`config.mk`:
```
export PLATFORM = sky130hd
export DESIGN_NAME = cb_connect_block
export DESIGN_NICKNAME = d
export VERILOG_FILES = /design/src/rtl/cb_pkg.sv /design/src/rtl/cb_cfg_chain.sv /design/src/rtl/cb_in_sel.sv /design/src/rtl/cb_trk_drv.sv /design/src/rtl/cb_connect_block.sv
export SDC_FILE = /design/constraint.sdc
export NUM_CORES = 1
export LEC_CHECK = 0
export ABC_AREA = 1
export ABC_CLOCK_PERIOD_IN_PS = 1050
export BUFFER_PORTS_ARGS = -buffer_cell sky130_fd_sc_hd__buf_2
export CAP_MARGIN = 10
export CORE_MARGIN = 3
export CORE_UTILIZATION = 50
export DETAILED_ROUTE_END_ITERATION = 16
export MAX_ROUTING_LAYER = met4
export PLACE_DENSITY_LB_ADDON = 0.15
export SLEW_MARGIN = 20
export SYNTH_ARGS = -nofsm -noshare
export SYNTH_HDL_FRONTEND = slang
export SYNTH_SLANG_ARGS = --single-unit
```
`constraint.sdc`:
```
create_clock -name clk -period 1.05 [get_ports clk]
set_clock_uncertainty 0.1 [all_clocks]
set_input_delay 0.105 -clock clk [delete_from_list [all_inputs] [get_ports clk]]
set_output_delay 0.105 -clock clk [all_outputs]
set_load 0.02 [all_outputs]
```
`src/rtl/cb_pkg.sv`:
```
package cb_pkg;
  // Group size per pin: rounded fraction of the channel, clamped to 1..W
  function automatic int reach_of(input int w, input int pct);
    int r;
    r = (w * pct + 50) / 100;
    if (r < 1) r = 1;
    if (r > w) r = w;
    return r;
  endfunction

  // Track reached by pin p at step k of its group
  function automatic int track_of(input int p, input int k, input int w);
    return (p + k) % w;
  endfunction

  // Step at which pin q would reach track t (value >= group size means no reach)
  function automatic int offset_of(input int t, input int q, input int w);
    return ((t - (q % w)) + w) % w;
  endfunction

  function automatic int idx_width(input int k);
    return (k > 1) ? $clog2(k) : 1;
  endfunction
endpackage

```
`src/rtl/cb_cfg_chain.sv`:
```
module cb_cfg_chain #(
  parameter int L = 18
) (
  input  logic         clk,
  input  logic         rst_n,
  input  logic         shift_en,
  input  logic         din,
  output logic         dout,
  output logic [L-1:0] bits
);
  generate
    if (L > 1) begin : g_long
      always_ff @(posedge clk or negedge rst_n) begin
        if (!rst_n)        bits <= '0;
        else if (shift_en) bits <= {bits[L-2:0], din};
      end
    end else begin : g_single
      always_ff @(posedge clk or negedge rst_n) begin
        if (!rst_n)        bits <= '0;
        else if (shift_en) bits <= din;
      end
    end
  endgenerate

  assign dout = bits[L-1];
endmodule

```
`src/rtl/cb_in_sel.sv`:
```
module cb_in_sel
  import cb_pkg::*;
#(
  parameter int W    = 6,
  parameter int K    = 3,
  parameter int IDXW = 2,
  parameter int P    = 0
) (
  input  logic [W-1:0]    trk,
  input  logic            en,
  input  logic [IDXW-1:0] idx,
  output logic            pin,
  output logic            hit
);
  always_comb begin
    hit = 1'b0;
    pin = 1'b0;
    for (int k = 0; k < K; k++) begin
      if (en && (idx == IDXW'(k))) begin
        hit = 1'b1;
        pin = trk[track_of(P, k, W)];
      end
    end
  end
endmodule

```
`src/rtl/cb_trk_drv.sv`:
```
module cb_trk_drv
  import cb_pkg::*;
#(
  parameter int W    = 6,
  parameter int NOUT = 2,
  parameter int K    = 3,
  parameter int T    = 0
) (
  input  logic              trk_in,
  input  logic [NOUT-1:0]   pin_out,
  input  logic [NOUT*K-1:0] en_flat,
  output logic              trk_out,
  output logic              drv,
  output logic [NOUT-1:0]   gnt
);
  logic [NOUT-1:0] req;

  genvar q;
  generate
    for (q = 0; q < NOUT; q++) begin : g_req
      localparam int OFF = offset_of(T, q, W);
      if (OFF < K) begin : g_reach
        assign req[q] = en_flat[q*K + OFF];
      end else begin : g_none
        assign req[q] = 1'b0;
      end
    end
  endgenerate

  // Fixed priority: lowest-numbered requesting pin wins the track
  always_comb begin
    gnt     = '0;
    drv     = 1'b0;
    trk_out = trk_in;
    for (int i = 0; i < NOUT; i++) begin
      if (req[i] && !drv) begin
        gnt[i]  = 1'b1;
        drv     = 1'b1;
        trk_out = pin_out[i];
      end
    end
  end
endmodule

```
`src/rtl/cb_connect_block.sv`:
```
module cb_connect_block
  import cb_pkg::*;
#(
  parameter int W      = 6,
  parameter int NIN    = 4,
  parameter int NOUT   = 2,
  parameter int FC_PCT = 50
) (
  input  logic            clk,
  input  logic            rst_n,
  input  logic            cfg_en,
  input  logic            cfg_din,
  output logic            cfg_dout,
  input  logic [W-1:0]    trk_in,
  output logic [W-1:0]    trk_out,
  output logic [NIN-1:0]  pin_to_cluster,
  input  logic [NOUT-1:0] pin_from_cluster
);
  localparam int K     = reach_of(W, FC_PCT);
  localparam int IDXW  = idx_width(K);
  localparam int IW    = IDXW + 1;
  localparam int OBASE = NIN * IW;
  localparam int L     = OBASE + NOUT * K;

  // Named internal events for the checker
  logic [L-1:0]      cfg_bits;
  logic [NIN-1:0]    in_hit;
  logic [W-1:0]      trk_drv;
  logic [W*NOUT-1:0] gnt_flat;

  cb_cfg_chain #(.L(L)) i_chain (
    .clk      (clk),
    .rst_n    (rst_n),
    .shift_en (cfg_en),
    .din      (cfg_din),
    .dout     (cfg_dout),
    .bits     (cfg_bits)
  );

  genvar p, t;
  generate
    for (p = 0; p < NIN; p++) begin : g_in
      cb_in_sel #(.W(W), .K(K), .IDXW(IDXW), .P(p)) i_sel (
        .trk (trk_in),
        .en  (cfg_bits[p*IW + IDXW]),
        .idx (cfg_bits[p*IW +: IDXW]),
        .pin (pin_to_cluster[p]),
        .hit (in_hit[p])
      );
    end

    for (t = 0; t < W; t++) begin : g_trk
      cb_trk_drv #(.W(W), .NOUT(NOUT), .K(K), .T(t)) i_drv (
        .trk_in  (trk_in[t]),
        .pin_out (pin_from_cluster),
        .en_flat (cfg_bits[OBASE +: NOUT*K]),
        .trk_out (trk_out[t]),
        .drv     (trk_drv[t]),
        .gnt     (gnt_flat[t*NOUT +: NOUT])
      );
    end
  endgenerate
endmodule

```
==> results.py, run 1 <==
metrics = {
    "placed_design": {
        "io_buffers": 22,
        "place_area_um2": 1120,
        "dpl.cell_count": 163,
        "gp_congestion": 0.766,
        "dp_hpwl_um": 1420,
    },
    "grt": {
        "grt.met1_usage_pct": 22.5,
        "grt_pass1_vias": 773,
        "grt_remaining_overflow": 0,
        "track_usage_pct": 18.2,
        "met3_usage_pct": 5.25,
        "grt_max_degree": 19,
        "grt_pass1_wl_um": 3460,
        "gr-max-usage-layer": "met2",
        "antenna_found_initial": 0,
        "use_met2_pct": 29.7,
    },
    "logic_synthesis": {
        "synth_top_flop_cell": "dfrtp_1",
        "synth_edf_count": 0,
        "yosysMostFrequentCell": "nand2_1",
        "syn-cell-area_um2": 1030,
        "synth_top_area_cell": "dfrtp_1",
        "synth_fp_nets": 134,
        "syn_area_per_cell_um2": 8.45,
        "yosysUniqueCellTypes": 14,
        "ys_warn_count": 0,
        "synthCells": 122,
        "ys_ff_latch": 18,
        "netlist.area_leader.share_pct": 43.7,
        "synth_seq_area_share_pct": 43.7,
        "synth_common_cells": "nand2_1 (31), dfrtp_1 (18), inv_1 (17)",
        "synthArstFlopShare_pct": 100,
        "synth.top_cells.by_area": "dfrtp_1 (44%), nand2_1 (11%), o21ai_2 (10%)",
    },
    "finish": {
        "nets": 167,
        "stdcell_area_um2": 1340,
        "top_register": "i_chain.bits",
        "drive_gt1_share_pct": 50.0,
        "final_core_util_pct": 72.7,
        "largest_reg_flops": 18,
        "top_regs": "i_chain.bits (18)",
        "antenna_cells": 0,
        "final_cell_count_no_fill": 179,
        "syn2layout_area_growth_pct": 29.7,
        "fill_cells": 148,
    },
    "sta": {
        "finalCriticalPeriod_ps": 1380,
        "fmax_mhz": 727,
        "setup_slack_ps": -325,
        "period_share_pct": 131,
        "hold_viol_final": 0,
        "setup-tns-final_ps": -2180,
        "slew_headroom_pct": 72.3,
        "rsz0062_at_grt": "true",
        "worst_slew_pin_slew_ps": 415,
        "timing.hold.ws_ps": 35.9,
        "setup_viol": 10,
        "drv_slew": 0,
    },
    "pwr": {
        "powerDensity_nw_per_um2": 1550,
        "leakage_nw": 0.688,
        "p_sw_mw": 0.699,
        "p_int_mw": 1.38,
        "p_sw_share_pct": 33.6,
        "p_clk_share_pct": 20.8,
        "p_seq_share_pct": 42.8,
        "ir_drop_uv": 986,
        "p_comb_share_pct": 36.5,
    },
    "critical_path": {
        "cp_max_fo": 3,
        "reg2reg_from": "i_chain.bits[16]$_DFFE_PN0P_",
        "critPathKind": "flip-flop to output port",
        "start_kind": "flip-flop",
        "startpoint": "i_chain.bits[3]$_DFFE_PN0P_",
        "reg2reg_slack_ps": -30,
        "path_cells": "inv_2 -> nand2_1 -> nand2_1 -> nand2_1 -> nor2_1 -> buf_4",
        "cp_common_cell": "nand2_1",
        "r2r_end": "i_chain.bits[16]$_DFFE_PN0P_",
        "crit_required_ps": 840,
        "critPathArrivalTime_ps": 1170,
        "critical_path.slowest_cell": "dfrtp_1",
        "r2r_cells": 5,
        "cp-endpoint": "pin_to_cluster[1]",
        "end_kind": "output port",
        "slowest_delay_ps": 420,
    },
    "detailed_routing": {
        "totalWireLength_um": 2160,
        "vias_per_cell": 4.89,
        "num_vias": 875,
        "drtPass1Iterations": 4,
        "drtIter0Drc": 11,
        "ant_nets": 0,
        "wl_per_cell_um": 12.1,
        "drc": 0,
    },
    "hold_path": {
        "hold_class": "input port to flip-flop",
    },
    "floorplan": {
        "start_util_pct": 56.1,
        "core_um2": 1840,
        "die_height_um": 51.4,
        "die_w_um": 51.4,
        "row_count": 15,
        "ioPinCount": 23,
        "die_area_um2": 2640,
    },
    "cts": {
        "numCtsBuffers": 3,
        "numClockSinks": 18,
        "cts_root_buf": "clkbuf_4",
        "cts_buffer_depth": 2,
        "clk_pin_slew_ps": 110,
        "cts_tree": "built",
        "clk_latency_ps": 300,
        "h-tree-depth": 1,
    },
    "outcome": {
        "status": "finished with violations",
        "failed_checks": "setup timing",
    },
    "flow_run": {
        "maxCapViolCount": 0,
    },
}
==> area by class of cell <==
| type | count | area (µm²) | area share (%) |
|---|---|---|---|
| multi-input combinational | 73 | 413 | 30.9 |
| sequential | 18 | 450 | 33.7 |
| timing repair buffer | 42 | 343 | 25.6 |
| inverter | 17 | 63.8 | 4.77 |
| tap | 25 | 31.3 | 2.34 |
| clock buffer | 4 | 36.3 | 2.71 |
==> repair_timing <==
action | in CTS | in global routing
buffers inserted | 5 | 5
setup endpoints to repair | 9 | 9
hold buffers | 2 | 0
pin swaps | 5 | 4
hold endpoints to repair | 19 | 0
gates resized for setup | 27 | 9
gates cloned | 0 | 0
==> critical path: cells and delay by family (launching register included) <==
kind | cells | cell delay [ps]
buffers and inverters | 2 | 230
DFF | 1 | 420
and+or+nand+nor | 4 | 230
==> power groups by stage <==
stage	Clock, mW	Sequential (mW)	Combinational (mW)
after floorplan	0	0.879	0.443
after global placement	0	0.885	0.533
after detailed placement	0	0.891	0.548
after CTS	0.443	0.886	0.684
after global routing	0.465	0.909	0.826
final	0.432	0.889	0.759
==> logic make-up after synthesis <==
logic type	after synthesis	synth area share (%)
compound gates	19	14.7
buf+inv	31	19.4
flops	18	43.7
simple gates	54	22.2
==> per-stage QoR <==
step,worst slack [ps],power (mW)
6_report,-325,2.08
5_1_grt,-430,2.20
4_1_cts,-328,2.01
3_5_place_dp,-16.3,1.44
3_3_place_gp,7.61,1.42
2_1_floorplan,23.8,1.32
==> placed cells by master, fill, tap and decap left out, drive strengths merged <==
cell type,synthesis,routed
buf,14,40
nand2,31,31
dfrtp,18,18
inv,17,17
o21ai,15,15
nand3,9,9
nor2,8,8
nand4,6,6
a21oi,4,4
clkbuf,0,4
dlygate4sd3,0,2
==> metal layers <==
metal	wire (µm)	part of all wire, %
met5	0	0
met4	47	2.2
met3	83	3.8
met2	1120	52
met1	912	42
==> how the worst min path moves through the flow <==
stage / startpoint / to / depth (start not counted)
CTS: cfg_en / i_chain.bits[4]$_DFFE_PN0P_ / 2
finish: cfg_en / i_chain.bits[4]$_DFFE_PN0P_ / 2
global placement: rst_n / i_chain.bits[10]$_DFFE_PN0P_ / 1
floorplan: rst_n / i_chain.bits[0]$_DFFE_PN0P_ / 0
global route: cfg_en / i_chain.bits[4]$_DFFE_PN0P_ / 2
detailed placement: rst_n / i_chain.bits[10]$_DFFE_PN0P_ / 1
No activity file was read; power rests on OpenSTA's default activity.
==> run 2: changes to the inputs <==
--- a/config.mk
+++ b/config.mk
@@ -13,7 +13,7 @@
 export CORE_UTILIZATION = 50
 export DETAILED_ROUTE_END_ITERATION = 16
 export MAX_ROUTING_LAYER = met4
-export PLACE_DENSITY_LB_ADDON = 0.15
+export PLACE_DENSITY = 0.78
 export SLEW_MARGIN = 20
 export SYNTH_ARGS = -nofsm -noshare
 export SYNTH_HDL_FRONTEND = slang
==> run 2 against run 1 <==
Net effect: the flow still finishes with violations (setup timing); worst setup slack improved by 33 ps; highest routed layer unchanged; via count increased by 2.4%; global-route usage increased by 0.72 points; cell count decreased by 2.2%; count of clock-buffer cells in the layout unchanged; critical endpoint is now pin_to_cluster[0]; power decreased by 1.8%; sequential cell count unchanged; sequential share of layout area increased by 1.1 points; fmax increased by 2.4%; worst hold slack improved by 77 ps; register-to-register slack improved by 110 ps; critical path depth decreased by 2.
==> results.py, run 2 (synthesis results as in run 1) <==
metrics = {
    "outcome": {
        "status": "finished with violations",
        "failed_checks": "setup timing",
    },
    "cts": {
        "cts_root_buf": "clkbuf_4",
        "numClockSinks": 18,
        "cts_tree": "built",
        "numCtsBuffers": 3,
        "clk_pin_slew_ps": 110,
        "clk_latency_ps": 290,
        "h-tree-depth": 1,
        "cts_buffer_depth": 2,
    },
    "placed_design": {
        "io_buffers": 22,
        "gp_congestion": 0.761,
        "dp_hpwl_um": 1500,
        "place_area_um2": 1100,
        "place_ws_ps": 9.35,
    },
    "sta": {
        "setup_slack_ps": -293,
        "drv_slew": 0,
        "slew_headroom_pct": 71.9,
        "rsz0062_at_grt": "true",
        "worst_slew_pin_slew_ps": 422,
        "fmax_mhz": 745,
        "finalCriticalPeriod_ps": 1340,
        "hold_viol_final": 0,
        "period_share_pct": 128,
        "setup_viol": 9,
    },
    "critical_path": {
        "r2r_end": "i_chain.bits[16]$_DFFE_PN0P_",
        "reg2reg_from": "i_chain.bits[16]$_DFFE_PN0P_",
        "reg2reg_slack_ps": 80,
        "r2r_cells": 4,
        "end_kind": "output port",
        "critPathArrivalTime_ps": 1140,
        "critPathKind": "flip-flop to output port",
        "cp_max_fo": 4,
        "crit_required_ps": 840,
        "start_kind": "flip-flop",
    },
    "pwr": {
        "p_comb_share_pct": 35.5,
        "p_sw_mw": 0.692,
        "powerDensity_nw_per_um2": 1580,
        "ir_drop_uv": 920,
        "p_seq_share_pct": 43.5,
        "p_int_mw": 1.35,
        "p_sw_share_pct": 33.9,
        "leakage_nw": 0.675,
        "p_clk_share_pct": 21.0,
    },
    "hold_path": {
        "whs_path_depth": 3,
        "whs_endpoint": "i_chain.bits[16]$_DFFE_PN0P_",
        "worstHoldStart": "cfg_en",
        "hold_class": "input port to flip-flop",
    },
    "finish": {
        "largest_reg_flops": 18,
        "nets": 163,
        "syn2layout_area_growth_pct": 25.6,
        "top_register": "i_chain.bits",
        "multiInputGateArea_um2": 415,
        "layout.cells.most_common": "nand2_1",
        "stdcell_area_um2": 1290,
        "top_regs": "i_chain.bits (18)",
        "drive_gt1_share_pct": 48.0,
        "fill_cells": 151,
        "regArea_um2": 450,
        "antenna_cells": 0,
        "most-common-layout-cells": "nand2_1 (25), dfrtp_1 (18), buf_2 (14), buf_4 (13), o21ai_2 (12)",
    },
    "detailed_routing": {
        "wl_per_cell_um": 12.7,
        "drtIter0Drc": 21,
        "drc": 0,
        "drtPass1Iterations": 4,
        "num_vias": 896,
        "totalWireLength_um": 2210,
        "vias_per_cell": 5.12,
        "ant_nets": 0,
    },
    "flow_run": {
        "maxCapViolCount": 0,
    },
    "floorplan": {
        "die_area_um2": 2640,
        "die_w_um": 51.4,
        "core_um2": 1840,
        "die_height_um": 51.4,
        "ioPinCount": 23,
        "row_count": 15,
        "start_util_pct": 56.1,
    },
    "grt": {
        "antenna_found_initial": 0,
        "track_usage_pct": 18.9,
        "grt_remaining_overflow": 0,
        "grt_pass1_vias": 886,
        "grt_pass1_wl_um": 3660,
        "grt_max_degree": 37,
    },
}
run 2: cell types whose count changed in the layout (fill, tap and decap cells not counted):
cell and delta:
nand2_2 -1, nand2_1 +1, buf_2 +1, inv_1 +1
buf_12 -1, nand3_2 +1, inv_2 -1, nand3_1 -1
buf_4 -4
run 2: per-stage QoR:
step           total power [mW]  instances  utilization, %  hold WS (ps)  setup TNS [ps]
5_1_grt                    2.16        175            70.4           131           -2530
6_report                   2.04        175            70.4           113           -1960
3_5_place_dp               1.43        162            59.9         -41.9               0
2_1_floorplan              1.32        122               -          -291               0
4_1_cts                    2.01        176            68.8           120           -2210
3_3_place_gp               1.41        162            59.9         -43.3               0
run 2: cell type report:
cell class / count / share of cell area (%)
timing repair buffer: 38 / 23.0
multi-input combinational: 73 / 32.1
clock buffer: 4 / 2.80
sequential: 18 / 34.8
tap: 25 / 2.42
inverter: 17 / 4.93
run 2: metal layers:
layer | global-route usage, % | wire, µm | up-vias
li1 | - | - | 443
met1 | 21.4 | 945 | 426
met2 | 33.5 | 1140 | 21
met3 | 2.92 | 86 | 6
met4 | 6.99 | 44 | 0
met5 | - | 0 | -
run 2: power by group through the flow:
stage               Combinational, mW  Clock (mW)  Sequential, mW
finish                          0.724       0.429           0.889
detailed placement              0.541           0           0.892
floorplan                       0.443           0           0.879
CTS                             0.693       0.436           0.885
global placement                0.523           0           0.883
global route                    0.797       0.461           0.905
run 2: worst max-delay path, cell delays in order (launching register included):
cell	delay, ps
dfrtp_1	430
nor2_1	120
nand3_1	100
nand3_2	80
buf_6	110
run 2: worst max path at each step:
stage,from,end,slack (ps)
2_1_floorplan,i_chain.bits[17]$_DFFE_PN0P_,trk_out[3],20
5_1_grt,i_chain.bits[3]$_DFFE_PN0P_,pin_to_cluster[1],-380
6_report,i_chain.bits[0]$_DFFE_PN0P_,pin_to_cluster[0],-290
4_1_cts,i_chain.bits[0]$_DFFE_PN0P_,pin_to_cluster[0],-310
3_5_place_dp,i_chain.bits[3]$_DFFE_PN0P_,pin_to_cluster[1],9
3_3_place_gp,i_chain.bits[3]$_DFFE_PN0P_,pin_to_cluster[1],30
run 2: timing repair:
action / CTS / global route
hold endpoints to repair: 19 / 0
resized for setup: 23 / 11
buffers inserted: 8 / 3
hold buffers: 2 / 0
setup endpoints to repair: 8 / 10
pin swaps: 6 / 5
